==> src/rtl/brk_pkg.sv <==
// Shared definitions for the break controller: source indices and the
// sequencer stage encoding. Assumes a five-source enable vector.
package brk_pkg;
    localparam int SRC_PC   = 0;
    localparam int SRC_SEQ  = 1;
    localparam int SRC_DATA = 2;
    localparam int SRC_REG  = 3;
    localparam int SRC_EXT  = 4;
    localparam int N_SRC    = 5;

    typedef enum logic [1:0] {
        SQ_WAIT1 = 2'd0,
        SQ_WAIT2 = 2'd1,
        SQ_COUNT = 2'd2
    } seq_stage_t;
endpackage

==> src/rtl/brk_sync_fall.sv <==
// Synchronizes an asynchronous active-low pin through STAGES flops and
// flags one cycle on each high-to-low transition of the synchronized value.
// Assumes the pin idles high; the chain resets to all ones.
module brk_sync_fall #(
    parameter int STAGES = 2
) (
    input  logic clk,
    input  logic rst_n,
    input  logic pin_n,
    output logic fall
);
    localparam int LAST = STAGES;

    logic [LAST:0] chain;

    // Shift the pin into the synchronizer and keep one extra flop for edge history.
    always_ff @(posedge clk) begin
        if (!rst_n) chain <= '1;
        else        chain <= {chain[LAST-1:0], pin_n};
    end

    assign fall = chain[LAST] & ~chain[LAST-1];

    // an edge pulse lasts exactly one cycle
    a_r9_single_pulse: assert property (@(posedge clk) disable iff (!rst_n)
        fall |=> !fall);
endmodule

==> src/rtl/brk_seq.sv <==
// Ordered three-address program-counter sequencer. It arms on addr1, then on
// addr2, then counts fetches of addr3 until the pass count is reached.
// Assumes one fetch per strobe; clr has priority over all advancing.
module brk_seq
    import brk_pkg::*;
#(
    parameter int PC_W   = 16,
    parameter int PASS_W = 8
) (
    input  logic              clk,
    input  logic              rst_n,
    input  logic              clr,
    input  logic              en,
    input  logic              fetch_vld,
    input  logic [PC_W-1:0]   fetch_pc,
    input  logic [PC_W-1:0]   pc1,
    input  logic [PC_W-1:0]   pc2,
    input  logic [PC_W-1:0]   pc3,
    input  logic [PASS_W-1:0] pass,
    output logic              fire
);
    localparam int CW = PASS_W + 1;

    seq_stage_t        stage;
    logic [PASS_W-1:0] cnt;
    logic [CW-1:0]     need;
    logic [CW-1:0]     seen;
    logic              step;
    logic              last;

    assign step = en && fetch_vld;
    assign need = (pass == '0) ? CW'(1) : {1'b0, pass};
    assign seen = {1'b0, cnt} + CW'(1);
    assign last = (seen >= need);
    assign fire = step && (stage == SQ_COUNT) && (fetch_pc == pc3) && last;

    // Advance the stage in strict order, count final-address passes, rearm on fire.
    always_ff @(posedge clk) begin
        if (!rst_n || clr) begin
            stage <= SQ_WAIT1;
            cnt   <= '0;
        end else if (step) begin
            unique case (stage)
                SQ_WAIT1: if (fetch_pc == pc1) stage <= SQ_WAIT2;
                SQ_WAIT2: if (fetch_pc == pc2) begin
                    stage <= SQ_COUNT;
                    cnt   <= '0;
                end
                SQ_COUNT: if (fetch_pc == pc3) begin
                    if (last) begin
                        stage <= SQ_WAIT1;
                        cnt   <= '0;
                    end else begin
                        cnt <= cnt + 1'b1;
                    end
                end
                default: stage <= SQ_WAIT1;
            endcase
        end
    end

    // after firing the sequencer is back at its first stage
    a_r4_rearm: assert property (@(posedge clk) disable iff (!rst_n)
        fire |=> (stage == SQ_WAIT1));
    // the counting stage is never reached straight from the first stage
    a_r3_order: assert property (@(posedge clk) disable iff (!rst_n)
        (stage == SQ_WAIT1) |=> (stage != SQ_COUNT));
    // a clear returns stage and count to their initial values
    a_r5_clear: assert property (@(posedge clk) disable iff (!rst_n)
        clr |=> (stage == SQ_WAIT1) && (cnt == '0));
endmodule

==> src/rtl/brk_dmatch.sv <==
// Data-access comparator: inclusive address window, bit-masked data value
// and optional direction check, all ANDed with the access strobe.
// Assumes lo <= hi for a usable window.
module brk_dmatch #(
    parameter int AW = 16,
    parameter int DW = 4
) (
    input  logic          vld,
    input  logic [AW-1:0] addr,
    input  logic [DW-1:0] data,
    input  logic          wr,
    input  logic [AW-1:0] lo,
    input  logic [AW-1:0] hi,
    input  logic [DW-1:0] val,
    input  logic [DW-1:0] mask,
    input  logic          dir,
    input  logic          dir_care,
    output logic          hit
);
    logic in_win;
    logic data_ok;
    logic dir_ok;

    // Combine window, masked value and direction into one match.
    always_comb begin
        in_win  = (addr >= lo) && (addr <= hi);
        data_ok = ((data ^ val) & mask) == '0;
        dir_ok  = !dir_care || (wr == dir);
        hit     = vld && in_win && data_ok && dir_ok;
    end
endmodule

==> src/rtl/brk_rmatch.sv <==
// Register-value comparator: each field is compared only on its mask bits
// and all fields are ANDed with the instruction-complete strobe.
// Assumes the flag field is four bits {E,I,C,Z}.
module brk_rmatch #(
    parameter int NW = 4,
    parameter int XW = 8
) (
    input  logic          vld,
    input  logic [NW-1:0] a,
    input  logic [NW-1:0] b,
    input  logic [3:0]    f,
    input  logic [XW-1:0] x,
    input  logic [XW-1:0] y,
    input  logic [NW-1:0] ra,
    input  logic [NW-1:0] ma,
    input  logic [NW-1:0] rb,
    input  logic [NW-1:0] mb,
    input  logic [3:0]    rf,
    input  logic [3:0]    mf,
    input  logic [XW-1:0] rx,
    input  logic [XW-1:0] mx,
    input  logic [XW-1:0] ry,
    input  logic [XW-1:0] my,
    output logic          hit
);
    localparam int TW = 2 * NW + 4 + 2 * XW;

    logic [TW-1:0] cur;
    logic [TW-1:0] ref_v;
    logic [TW-1:0] msk;

    // Pack all fields so one masked compare covers every register.
    always_comb begin
        cur   = {a, b, f, x, y};
        ref_v = {ra, rb, rf, rx, ry};
        msk   = {ma, mb, mf, mx, my};
        hit   = vld && (((cur ^ ref_v) & msk) == '0);
    end
endmodule

==> src/rtl/brk_unit.sv <==
// Break controller top. Gathers five enabled match sources, tags the request
// as before/after the instruction, and holds any break while interrupt
// acknowledge is low, releasing it tagged "before" for the handler entry.
// Assumes configuration ports are static while run is high.
module brk_unit
    import brk_pkg::*;
#(
    parameter int PC_W     = 16,
    parameter int DA_W     = 16,
    parameter int DW       = 4,
    parameter int NW       = 4,
    parameter int XW       = 8,
    parameter int PASS_W   = 8,
    parameter int SYNC_STG = 2
) (
    input  logic              clk,
    input  logic              rst_n,
    input  logic              run,
    input  logic              run_start,
    input  logic [4:0]        src_en,
    input  logic              irq_ack_n,
    input  logic              ext_brk_n,
    input  logic              fetch_vld,
    input  logic [PC_W-1:0]   fetch_pc,
    input  logic [PC_W-1:0]   bp_pc,
    input  logic [PC_W-1:0]   seq_pc1,
    input  logic [PC_W-1:0]   seq_pc2,
    input  logic [PC_W-1:0]   seq_pc3,
    input  logic [PASS_W-1:0] seq_pass,
    input  logic              dacc_vld,
    input  logic [DA_W-1:0]   dacc_addr,
    input  logic [DW-1:0]     dacc_data,
    input  logic              dacc_wr,
    input  logic [DA_W-1:0]   dm_lo,
    input  logic [DA_W-1:0]   dm_hi,
    input  logic [DW-1:0]     dm_val,
    input  logic [DW-1:0]     dm_mask,
    input  logic              dm_dir,
    input  logic              dm_dir_care,
    input  logic              rc_vld,
    input  logic [NW-1:0]     rc_a,
    input  logic [NW-1:0]     rc_b,
    input  logic [3:0]        rc_flags,
    input  logic [XW-1:0]     rc_x,
    input  logic [XW-1:0]     rc_y,
    input  logic [NW-1:0]     rm_a,
    input  logic [NW-1:0]     rm_a_mask,
    input  logic [NW-1:0]     rm_b,
    input  logic [NW-1:0]     rm_b_mask,
    input  logic [3:0]        rm_flags,
    input  logic [3:0]        rm_flags_mask,
    input  logic [XW-1:0]     rm_x,
    input  logic [XW-1:0]     rm_x_mask,
    input  logic [XW-1:0]     rm_y,
    input  logic [XW-1:0]     rm_y_mask,
    output logic              brk_req,
    output logic              brk_pre
);
    logic [N_SRC-1:0] raw;
    logic [N_SRC-1:0] hits;
    logic             any_hit;
    logic             pre_hit;
    logic             pend;

    assign raw[SRC_PC] = fetch_vld && (fetch_pc == bp_pc);

    brk_seq #(.PC_W(PC_W), .PASS_W(PASS_W)) u_seq (
        .clk       (clk),
        .rst_n     (rst_n),
        .clr       (run_start),
        .en        (run && src_en[SRC_SEQ]),
        .fetch_vld (fetch_vld),
        .fetch_pc  (fetch_pc),
        .pc1       (seq_pc1),
        .pc2       (seq_pc2),
        .pc3       (seq_pc3),
        .pass      (seq_pass),
        .fire      (raw[SRC_SEQ])
    );

    brk_dmatch #(.AW(DA_W), .DW(DW)) u_dm (
        .vld      (dacc_vld),
        .addr     (dacc_addr),
        .data     (dacc_data),
        .wr       (dacc_wr),
        .lo       (dm_lo),
        .hi       (dm_hi),
        .val      (dm_val),
        .mask     (dm_mask),
        .dir      (dm_dir),
        .dir_care (dm_dir_care),
        .hit      (raw[SRC_DATA])
    );

    brk_rmatch #(.NW(NW), .XW(XW)) u_rm (
        .vld (rc_vld),
        .a   (rc_a),
        .b   (rc_b),
        .f   (rc_flags),
        .x   (rc_x),
        .y   (rc_y),
        .ra  (rm_a),
        .ma  (rm_a_mask),
        .rb  (rm_b),
        .mb  (rm_b_mask),
        .rf  (rm_flags),
        .mf  (rm_flags_mask),
        .rx  (rm_x),
        .mx  (rm_x_mask),
        .ry  (rm_y),
        .my  (rm_y_mask),
        .hit (raw[SRC_REG])
    );

    brk_sync_fall #(.STAGES(SYNC_STG)) u_ext (
        .clk   (clk),
        .rst_n (rst_n),
        .pin_n (ext_brk_n),
        .fall  (raw[SRC_EXT])
    );

    // Gate each raw match with its enable and with run.
    always_comb begin
        hits    = raw & src_en & {N_SRC{run}};
        any_hit = |hits;
        pre_hit = hits[SRC_PC] | hits[SRC_SEQ];
    end

    // Issue, defer during interrupt acknowledge, or drop when not running.
    always_ff @(posedge clk) begin
        if (!rst_n) begin
            brk_req <= 1'b0;
            brk_pre <= 1'b0;
            pend    <= 1'b0;
        end else if (!run) begin
            brk_req <= 1'b0;
            brk_pre <= 1'b0;
            pend    <= 1'b0;
        end else if (!irq_ack_n) begin
            brk_req <= 1'b0;
            pend    <= pend | any_hit;
        end else if (pend || any_hit) begin
            brk_req <= 1'b1;
            brk_pre <= pend | pre_hit;
            pend    <= 1'b0;
        end else begin
            brk_req <= 1'b0;
        end
    end

    // nothing is requested after a cycle with run low
    a_r11_idle: assert property (@(posedge clk) disable iff (!rst_n)
        !run |=> !brk_req);
    // no request follows a cycle with interrupt acknowledge active
    a_r10_hold: assert property (@(posedge clk) disable iff (!rst_n)
        !irq_ack_n |=> !brk_req);
    // a held break is released, tagged before, once acknowledge ends
    a_r10_release: assert property (@(posedge clk) disable iff (!rst_n)
        run && irq_ack_n && pend |=> brk_req && brk_pre);
    // an enabled breakpoint fetch is requested before execution
    a_r2_pc_pre: assert property (@(posedge clk) disable iff (!rst_n)
        run && irq_ack_n && src_en[SRC_PC] && fetch_vld && (fetch_pc == bp_pc)
        |=> brk_req && brk_pre);
endmodule

==> config.mk <==
export PLATFORM = sky130hd
export DESIGN_NAME = brk_unit
export DESIGN_NICKNAME = d
export VERILOG_FILES = /design/src/rtl/brk_pkg.sv /design/src/rtl/brk_sync_fall.sv /design/src/rtl/brk_seq.sv /design/src/rtl/brk_dmatch.sv /design/src/rtl/brk_rmatch.sv /design/src/rtl/brk_unit.sv
export SDC_FILE = /design/constraint.sdc
export NUM_CORES = 1
export LEC_CHECK = 0
export BUFFER_PORTS_ARGS = -buffer_cell sky130_fd_sc_hd__buf_4
export CAP_MARGIN = 15
export CORE_AREA = 2 2 98 100
export CTS_BUF_LIST = sky130_fd_sc_hd__clkbuf_2 sky130_fd_sc_hd__clkbuf_4 sky130_fd_sc_hd__clkbuf_8
export CTS_CLUSTER_SIZE = 16
export DETAILED_ROUTE_END_ITERATION = 8
export DIE_AREA = 0 0 100 102
export GPL_ROUTABILITY_DRIVEN = 0
export GPL_TIMING_DRIVEN = 0
export PLACE_DENSITY = 0.73
export RECOVER_POWER = 25
export SLEW_MARGIN = 5
export SYNTH_ARGS = -nofsm -noshare
export SYNTH_HDL_FRONTEND = slang
export SYNTH_SLANG_ARGS = --single-unit
==> constraint.sdc <==
create_clock -name clk -period 6.6 [get_ports clk]
set_input_delay 0.33 -clock clk [delete_from_list [all_inputs] [get_ports clk]]
set_output_delay 0.33 -clock clk [all_outputs]
set_load 0.02 [all_outputs]
==> impl_metrics.csv, run 1 <==
group,metric,value,unit
routing,final_antenna_net_count,0,
flow_run,maxCapViolations,0,
power,combinationalPowerShare,57.7,%
setup_path,arrival,3.10,ns
sta,fin_crit_sh,44.2,%
clocking,post_cts_buffers,0,
sta,slew_headroom,64.0,%
routing,vias,3708,
grt,grt_max_degree,11,
grt,top_usage_layer,"met2",
clocking,cts_inserted_buffers,3,
yosys,synth_cell_type_count,42,
setup_path,crit_type,"flop to flop",
power,sw_frac_of_total,29.9,%
routing,drc,0,
power,peakVddDrop,0.0000632,V
yosys,synth_edf_count,0,
floorplan,fp.dieW,100,um
yosys,synthCells,393,
sta,hold_viol,0,
sta,whs,0.251,ns
run_status,status,"finished, final reports clean",
yosys,synth_top_flop_cell,"dfxtp_1",
floorplan,die_h,102,um
layout,drive_above_1_share,41.1,%
sta,rsz0062_at_grt,"no",
clocking,cts.clk_slew.worst_paths,0.07,ns
layout,layout_common_cells,"buf_4 (233), xnor2_1 (62), inv_1 (43), ha_1 (41), xor2_1 (37)",
worst_hold_path,hp-class,"primary input to flop",
clocking,clock_latency,0.25,ns
power,pwr_density_cell,87.0,mW/mm2
setup_path,crit_fanout,7,
sta,final.setup.tns,0,ns
routing,routedWlPerCell,15.0,um
grt,grtUsageMet1,20.4,%
yosys,ys_ff_latch,16,
routing,wl,11200,um
clocking,ctsHoldBuffers,0,
clocking,cts-root-buf,"clkbuf_8",
yosys,syn-num-nets,683,
floorplan,row_count,35,
clocking,numClockSinks,16,
grt,grt_pass1_vias,3816,
sta,worst_clock_skew,0.000884,ns
sta,fmax,343,MHz
grt,grtUsageMet2,42.5,%
yosys,async_flop_share,0,%
power,internal-power,308,uW
power,power.leakage,2.50,nW
grt,grt_pass1_wl,17000,um
sta,tightest_slew,0.526,ns
grt,use_met3,5.27,%
power,clock_power_share,20.1,%
layout,syn_to_final_growth,63.2,%
routing,first_pass_iters,4,
place,dp_hpwl,10200,um
yosys,syn-cell-area,0.00310,mm2
yosys,syn_avg_cell_area,7.88,um2
sta,slew_violations,0,
power,pwr-share-seq,22.2,%
setup_path,critPathRequiredTime,6.78,ns
clocking,cts_tree,"yes",
floorplan,die_area,0.0102,mm2
setup_path,crit_path_start_kind,"flop",
sta,setup_viol,0,
floorplan,start_util,34.0,%
yosys,yosysWarnings,0,
setup_path,endpoint_kind,"flop",
yosys,synth_seq_area_share,10.3,%
layout,nets,923,
grt,track_usage,21.0,%
power,switchingPower,132,uW
floorplan,ioPinCount,251,
grt,antenna_found_initial,1,
routing,drtIter0Drc,79,
sta,fin_crit,2.91,ns
routing,vias_per_cell,4.98,
layout,final_common_cell,"buf_4",
clocking,cts_max_level,1,
clocking,clk_path_buf_depth,2,
floorplan,core_area,0.00911,mm2
grt,grt_overflow,0,
clocking,cts_resized,0,
place,port_buffers,235,
-- per-layer routing --
metal	wire length (um)	vias up
li1	-	1848
met1	3820	1647
met2	6120	189
met3	913	24
met4	327	0
met5	0	-
-- critical path: stages (launching register included) --
cell	delay (ns)
dfxtp_1	0.42
ha_1	0.27
nand2_1	0.09
nor2_1	0.14
xnor2_1	0.15
ha_1	0.29
a21oi_1	0.16
nand2_1	0.07
a211oi_1	0.37
nand3_1	0.31
or3b_1	0.44
a21oi_1	0.14
-- registers in the layout, indices dropped and copies added, names as in the netlist --
signal / cells
pend: 1
brk_req: 1
brk_pre: 1
u_seq.cnt: 8
u_seq.stage: 2
u_ext.chain: 3
-- path summary, 6_finish.rpt --
check,from,endpoint,slack (ns),cells past startpoint
max,u_seq.cnt[0]$_SDFFE_PP0P_,u_seq.cnt[5]$_SDFFE_PP0P_,3.69,11
min,irq_ack_n,pend$_SDFFE_PN0P_,0.25,2
max reg2reg,u_seq.cnt[0]$_SDFFE_PP0P_,u_seq.cnt[5]$_SDFFE_PP0P_,3.69,11
min reg2reg,u_ext.chain[0]$_SDFF_PN1_,u_ext.chain[1]$_SDFF_PN1_,0.41,1
-- Yosys cell counts, types with 3 or more instances --
| cell | instances | area (um2) |
|---|---|---|
| xnor2_1 | 62 | 543 |
| inv_1 | 43 | 161 |
| ha_1 | 41 | 513 |
| xor2_1 | 37 | 324 |
| a21oi_1 | 25 | 125 |
| nand4_1 | 24 | 150 |
| nand2_1 | 21 | 78.8 |
| dfxtp_1 | 16 | 320 |
| nand3_1 | 16 | 80.1 |
| a22oi_1 | 14 | 105 |
| nor2_1 | 11 | 41.3 |
| nand2b_1 | 8 | 50.1 |
| buf_2 | 7 | 35.0 |
| buf_6 | 7 | 78.8 |
| nor4_1 | 7 | 43.8 |
| or3b_1 | 6 | 52.6 |
| nor2b_1 | 5 | 31.3 |
| o21ai_0 | 5 | 25.0 |
| a31oi_1 | 4 | 25.0 |
| nor3_1 | 4 | 20.0 |
| xnor2_2 | 3 | 48.8 |
-- kinds of logic after synthesis --
kind of cell,after synthesis,share of synthesized area [%]
compound gates,64,13.7
xor+xnor,103,30.5
fa+ha+maj,41,16.6
buf+inv,60,9.25
flops,16,10.3
simple gates,109,19.7
-- final cells by class --
cell class                 instances  area (um2)
fill                             818        4050
inverter                          43         161
sequential                        16         320
tap                              111         139
antenna                            1        2.50
timing repair buffer             235        1760
buffer                            17         125
clock buffer                       4        55.1
multi-input combinational        317        2490
-- stage by stage --
step                      setup slack [ns]  utilization (%)  total power [mW]  instances  cell area [um2]
after global placement                3.85             54.9             0.348        739             5000
after CTS                             3.72             55.5             0.446        743             5060
after detailed placement              3.73             54.9             0.355        739             5000
final                                 3.69             55.5             0.440        744             5050
after floorplan                       4.21                -             0.212        393             3100
after global routing                  3.46             55.5             0.474        744             5050
-- power groups by stage --
stage | logic [mW] | clock network (mW) | registers, mW
final | 0.254 | 0.0885 | 0.0976
after global routing | 0.279 | 0.0977 | 0.0975
after CTS | 0.256 | 0.0922 | 0.0976
after detailed placement | 0.255 | 0 | 0.0998
after global placement | 0.248 | 0 | 0.0998
after floorplan | 0.112 | 0 | 0.0998
Note: power is estimated with default switching activity, not from simulation.
==> run 2, diff against run 1 <==
==> constraint.sdc (replaced) <==
create_clock -name clk -period 2.7 [get_ports clk]
set_input_delay 0.135 -clock clk [delete_from_list [all_inputs] [get_ports clk]]
set_output_delay 0.135 -clock clk [all_outputs]
set_load 0.02 [all_outputs]
==> run 2 against run 1 <==
  * Clock power grew 150%
  * Final cell count up 0.13%
  * Largest power group unchanged
  * Largest cell class unchanged
  * Global-route usage is essentially flat
  * Critical path depth rose by 1
  * Wire length rose by 1.2%
  * Power increased by 150%
  * Count of clock-buffer cells in the layout unchanged
  * Core utilization is 0.76 points higher
  * Combinational power rose by 140%
  * Via count rose by 0.30%
  * Design area is 1.4% higher
  * Flip-flop and latch count unchanged
  * Highest routed layer unchanged
==> impl_metrics.csv, run 2 (synthesized netlist as in run 1, its figures left out) <==
group,metric,value,unit
run_status,status,"finished, final reports clean",
flow_run,maxCapViolations,0,
routing,first_pass_iters,4,
layout,layout_common_cells,"buf_4 (234), xnor2_1 (62), inv_1 (43), ha_1 (40), xor2_1 (37)",
layout,regArea,327,um2
sta,hold_viol,0,
place,dp_hpwl,10200,um
setup_path,crit_slowest_cell,"dfxtp_4",
clocking,clock_latency,0.25,ns
place,place_inst,739,
setup_path,critPathRequiredTime,2.84,ns
layout,stdcell_count,745,
routing,drtIter0Drc,84,
sta,worst_clock_skew,0.00264,ns
routing,routedWlPerCell,15.2,um
clocking,cts-root-buf,"clkbuf_8",
routing,vias_per_cell,4.99,
grt,use_met3,5.27,%
power,power.leakage,2.51,nW
floorplan,die_area,0.0102,mm2
power,peakVddDrop,0.000156,V
floorplan,fp.dieW,100,um
setup_path,slowest_delay,0.39,ns
layout,final_common_cell,"buf_4",
routing,final_antenna_net_count,0,
setup_path,endpoint_kind,"flop",
routing,vias,3719,
sta,slew_headroom,61.9,%
layout,largest_reg_flops,8,
grt,grt_overflow,0,
layout,multi_input_area,0.00255,mm2
setup_path,arrival,2.71,ns
setup_path,crit_path_start_kind,"flop",
clocking,cts_max_level,1,
setup_path,crit_fanout,5,
grt,track_usage,21.0,%
setup_path,crit_buf_inv,0,
routing,drc,0,
grt,grtUsageMet1,20.3,%
setup_path,crit_type,"flop to flop",
routing,wl,11300,um
grt,grt_pass1_vias,3810,
grt,antenna_found_initial,1,
floorplan,die_h,102,um
grt,top_usage_layer,"met2",
clocking,ctsHoldBuffers,0,
layout,top_regs,"u_seq.cnt (8), u_ext.chain (3), u_seq.stage (2)",
setup_path,critPathMostFrequentCell,"nand2_1",
worst_hold_path,hp-class,"primary input to flop",
setup_path,cpLargestDelayFamily,"compound AO/OA/AOI/OAI gates",
setup_path,cp_cell_sequence,"ha_4 > nand2_1 > nor2_1 > xnor2_1 > ha_1 > a21oi_1 > nand2_1 > a211oi_4 > nand2_2 > a31oi_4 > a31oi_1 > and2_1",
layout,largest_register,"u_seq.cnt",
floorplan,start_util,34.0,%
grt,grt_max_degree,11,
sta,slew_violations,0,
floorplan,row_count,35,
clocking,numClockSinks,16,
floorplan,ioPinCount,251,
floorplan,core_area,0.00911,mm2
sta,fin_crit_sh,95.3,%
layout,fillCellCount,809,
sta,fin_crit,2.57,ns
sta,whs,0.0529,ns
sta,fmax,389,MHz
place,port_buffers,235,
sta,setup_viol,0,
grt,grtUsageMet2,42.7,%
layout,syn_to_final_growth,65.4,%
grt,grt_pass1_wl,17000,um
layout,nets,924,
clocking,clk_path_buf_depth,2,
clocking,cts_tree,"yes",
sta,tightest_slew,0.567,ns
layout,drive_above_1_share,42.5,%
clocking,cts_inserted_buffers,3,
clocking,cts.clk_slew.worst_paths,0.07,ns
power,pwr_density_cell,211,mW/mm2
==> run 2: layout make-up <==
type | instances | share of cell area [%]
Clock buffer | 4 | 1.07
Sequential cell | 16 | 6.37
Buffer | 17 | 2.44
Antenna cell | 1 | 0.0488
Multi-Input combinational cell | 317 | 49.7
Inverter | 43 | 3.15
Tap cell | 111 | 2.71
Timing Repair Buffer | 236 | 34.5
==> run 2: what timing repair did <==
action / CTS / global route
gates resized for setup: 4 / 9
pin swaps: 0 / 2
endpoints found under the hold margin: 0 / 0
setup endpoints to repair: 9 / 10
setup buffers: 0 / 1
==> run 2: report_power, final <==
group | total [mW] | switching (mW) | internal (mW) | leakage, nW
clock network | 0.219 | 0.0898 | 0.130 | 0.0288
logic | 0.622 | 0.236 | 0.386 | 2.35
registers | 0.237 | 0.000490 | 0.237 | 0.131
==> run 2: stage by stage <==
stage	total power [mW]	instance area, um2	TNS, ns	setup slack (ns)	util (%)
after floorplan	0.519	3100	0	0.312	-
after global placement	0.851	5000	-0.285	-0.0533	54.9
after detailed placement	0.867	5000	-1.05	-0.167	54.9
after CTS	1.09	5070	0	0.0629	55.7
after global routing	1.16	5120	-0.0362	-0.0162	56.3
final	1.08	5120	0	0.128	56.3
==> run 2: final timing paths <==
path                                   from                   endpoint  slack [ns]  depth (start not counted)
hold / removal                    irq_ack_n          pend$_SDFFE_PN0P_        0.05                          2
setup reg to reg  u_seq.cnt[0]$_SDFFE_PP0P_         brk_req$_SDFF_PN0_        0.13                         12
hold reg to reg   u_ext.chain[0]$_SDFF_PN1_  u_ext.chain[1]$_SDFF_PN1_        0.41                          1
setup / recovery  u_seq.cnt[0]$_SDFFE_PP0P_         brk_req$_SDFF_PN0_        0.13                         12
==> run 2: layer usage <==
layer  up-vias  wire [um]
met1      1660       3920
met3        22        937
met2       185       6160
met5         -          0
li1       1852          -
met4         0        295
==> run 3, diff against run 2 <==
==> constraint.sdc (replaced) <==
create_clock -name clk -period 2.7 [get_ports clk]
set_input_delay 0.54 -clock clk [delete_from_list [all_inputs] [get_ports clk]]
set_output_delay 0.54 -clock clk [all_outputs]
set_load 0.02 [all_outputs]
==> run 3 against run 2 <==
  * Non-clock buffer count fell by 1
  * Clock power is essentially flat
  * Critical path depth fell by 1
  * Design area decreased by 0.15%
  * Die area unchanged
  * Register-to-register slack about the same
  * Combinational power hardly changed
  * Flip-flop and latch count stayed put
  * Largest power group unchanged
==> impl_metrics.csv, run 3 (synthesized netlist as in run 1, its figures left out) <==
group,metric,value,unit
routing,vias_per_cell,4.99,
grt,grt_max_degree,11,
grt,track_usage,21.0,%
sta,fin_crit_sh,95.0,%
sta,fmax,390,MHz
setup_path,crit_slowest_cell,"dfxtp_4",
layout,nets,923,
setup_path,crit_type,"flop to flop",
setup_path,crit_path_start_kind,"flop",
power,peakVddDrop,0.000157,V
routing,routed.top_layer,"met4",
worst_hold_path,hp-class,"flop to flop",
floorplan,start_util,34.0,%
clocking,cts.clk_slew.worst_paths,0.07,ns
sta,slew_headroom,64.0,%
setup_path,r2r_start,"u_seq.cnt[0]$_SDFFE_PP0P_",
floorplan,core_area,0.00911,mm2
clocking,clk_path_buf_depth,2,
routing,final_antenna_net_count,0,
setup_path,cp_cell_sequence,"ha_4 > nand2_1 > nor2_1 > xnor2_1 > ha_1 > a21oi_1 > nand2_1 > a211oi_4 > nand3_4 > or3b_1 > a21oi_1",
setup_path,crit_buf_inv,0,
routing,drtIter0Drc,83,
sta,worst_clock_skew,0.00158,ns
layout,largest_register,"u_seq.cnt",
worst_hold_path,hold_start,"u_ext.chain[0]$_SDFF_PN1_",
routing,routedWlPerCell,15.2,um
clocking,cts_tree,"yes",
routing,wl,11300,um
setup_path,cpLargestDelayFamily,"simple AND/OR/NAND/NOR gates",
routing,vias,3709,
sta,tightest_slew,0.526,ns
layout,layout_common_cells,"buf_4 (233), xnor2_1 (62), inv_1 (43), ha_1 (40), xor2_1 (37)",
floorplan,row_count,35,
setup_path,arrival,2.75,ns
grt,antenna_found_initial,1,
clocking,cts-root-buf,"clkbuf_8",
power,pwr_density_cell,211,mW/mm2
grt,grt_pass1_wl,17000,um
layout,final_util,56.2,%
setup_path,critPathLaunch,"u_seq.cnt[0]$_SDFFE_PP0P_",
sta,fin_crit,2.56,ns
routing,first_pass_iters,4,
sta,slew_violations,0,
setup_path,slowest_delay,0.39,ns
place,dpl_cell_area,0.00500,mm2
grt,grt_overflow,0,
clocking,ctsHoldBuffers,0,
layout,drive_above_1_share,42.2,%
power,power.leakage,2.50,nW
layout,syn_to_final_growth,65.1,%
floorplan,die_h,102,um
layout,design_area,0.00512,mm2
layout,top_regs,"u_seq.cnt (8), u_ext.chain (3), u_seq.stage (2)",
power,p_total,1.08,mW
grt,grt_pass1_vias,3810,
routing,wl_met3,918,um
layout,largest_reg_flops,8,
flow_run,maxCapViolations,0,
clocking,clock_latency,0.25,ns
layout,final_common_cell,"buf_4",
place,dp_hpwl,10200,um
setup_path,critPathRequiredTime,2.89,ns
routing,wl_met2,6150,um
clocking,numClockSinks,16,
place,port_buffers,235,
floorplan,die_area,0.0102,mm2
setup_path,crit_fanout,7,
routing,wl_met1,3940,um
floorplan,ioPinCount,251,
sta,hold_viol,0,
clocking,cts_inserted_buffers,3,
clocking,cts_max_level,1,
setup_path,endpoint_kind,"flop",
run_status,status,"finished, final reports clean",
clocking,post_cts_buffers,0,
sta,setup_viol,0,
floorplan,fp.dieW,100,um
routing,drc,0,
[run 3: power by group]
part / internal [mW] / switching [mW] / total, mW
Combinational: 0.385 / 0.236 / 0.621
Clock: 0.130 / 0.0905 / 0.220
Sequential: 0.237 / 0.000494 / 0.237
Total: 0.752 / 0.327 / 1.08
[run 3: per-layer routing]
layer  up-vias  GRT usage [%]
li1       1850              -
met1      1658           20.3
met2       179           42.7
met3        22           5.27
met4         0           7.59
met5         -              0
[run 3: worst paths after layout]
path	to	slack, ns	cells past startpoint
hold / removal	u_ext.chain[1]$_SDFF_PN1_	0.41	1
setup / recovery	u_seq.cnt[5]$_SDFFE_PP0P_	0.14	11
setup reg to reg	u_seq.cnt[5]$_SDFFE_PP0P_	0.14	11
hold reg to reg	u_ext.chain[1]$_SDFF_PN1_	0.41	1
[run 3: final cells by class]
class	count	area [um2]
antenna	1	2.50
tap	111	139
clock buffer	4	55.1
multi-input combinational	317	2550
buffer	17	125
inverter	43	161
sequential	16	325
timing repair buffer	235	1760
fill	809	3990
[run 3: worst reg2reg max path, stage by stage (launching register included)]
cell and delay (ns):
dfxtp_4 0.39, ha_4 0.16, nand2_1 0.06, nor2_1 0.14, xnor2_1 0.15, ha_1 0.29
a21oi_1 0.18, nand2_1 0.12, a211oi_4 0.32, nand3_4 0.16, or3b_1 0.39, a21oi_1 0.15
[run 3: metrics by stage]
stage / hold slack [ns] / worst slack [ns] / TNS, ns / cells
after global routing: 0.429 / -0.0175 / -0.0263 / 744
after floorplan: 0.386 / 0.312 / 0 / 393
final: 0.407 / 0.135 / 0 / 744
after global placement: 0.393 / -0.0533 / -0.285 / 739
after CTS: 0.409 / 0.0629 / 0 / 743
after detailed placement: 0.393 / -0.167 / -1.05 / 739
[run 3: repair_timing]
item	in CTS	in global routing
pin swaps	0	2
endpoints found under the setup margin	9	10
gates resized for setup	4	9
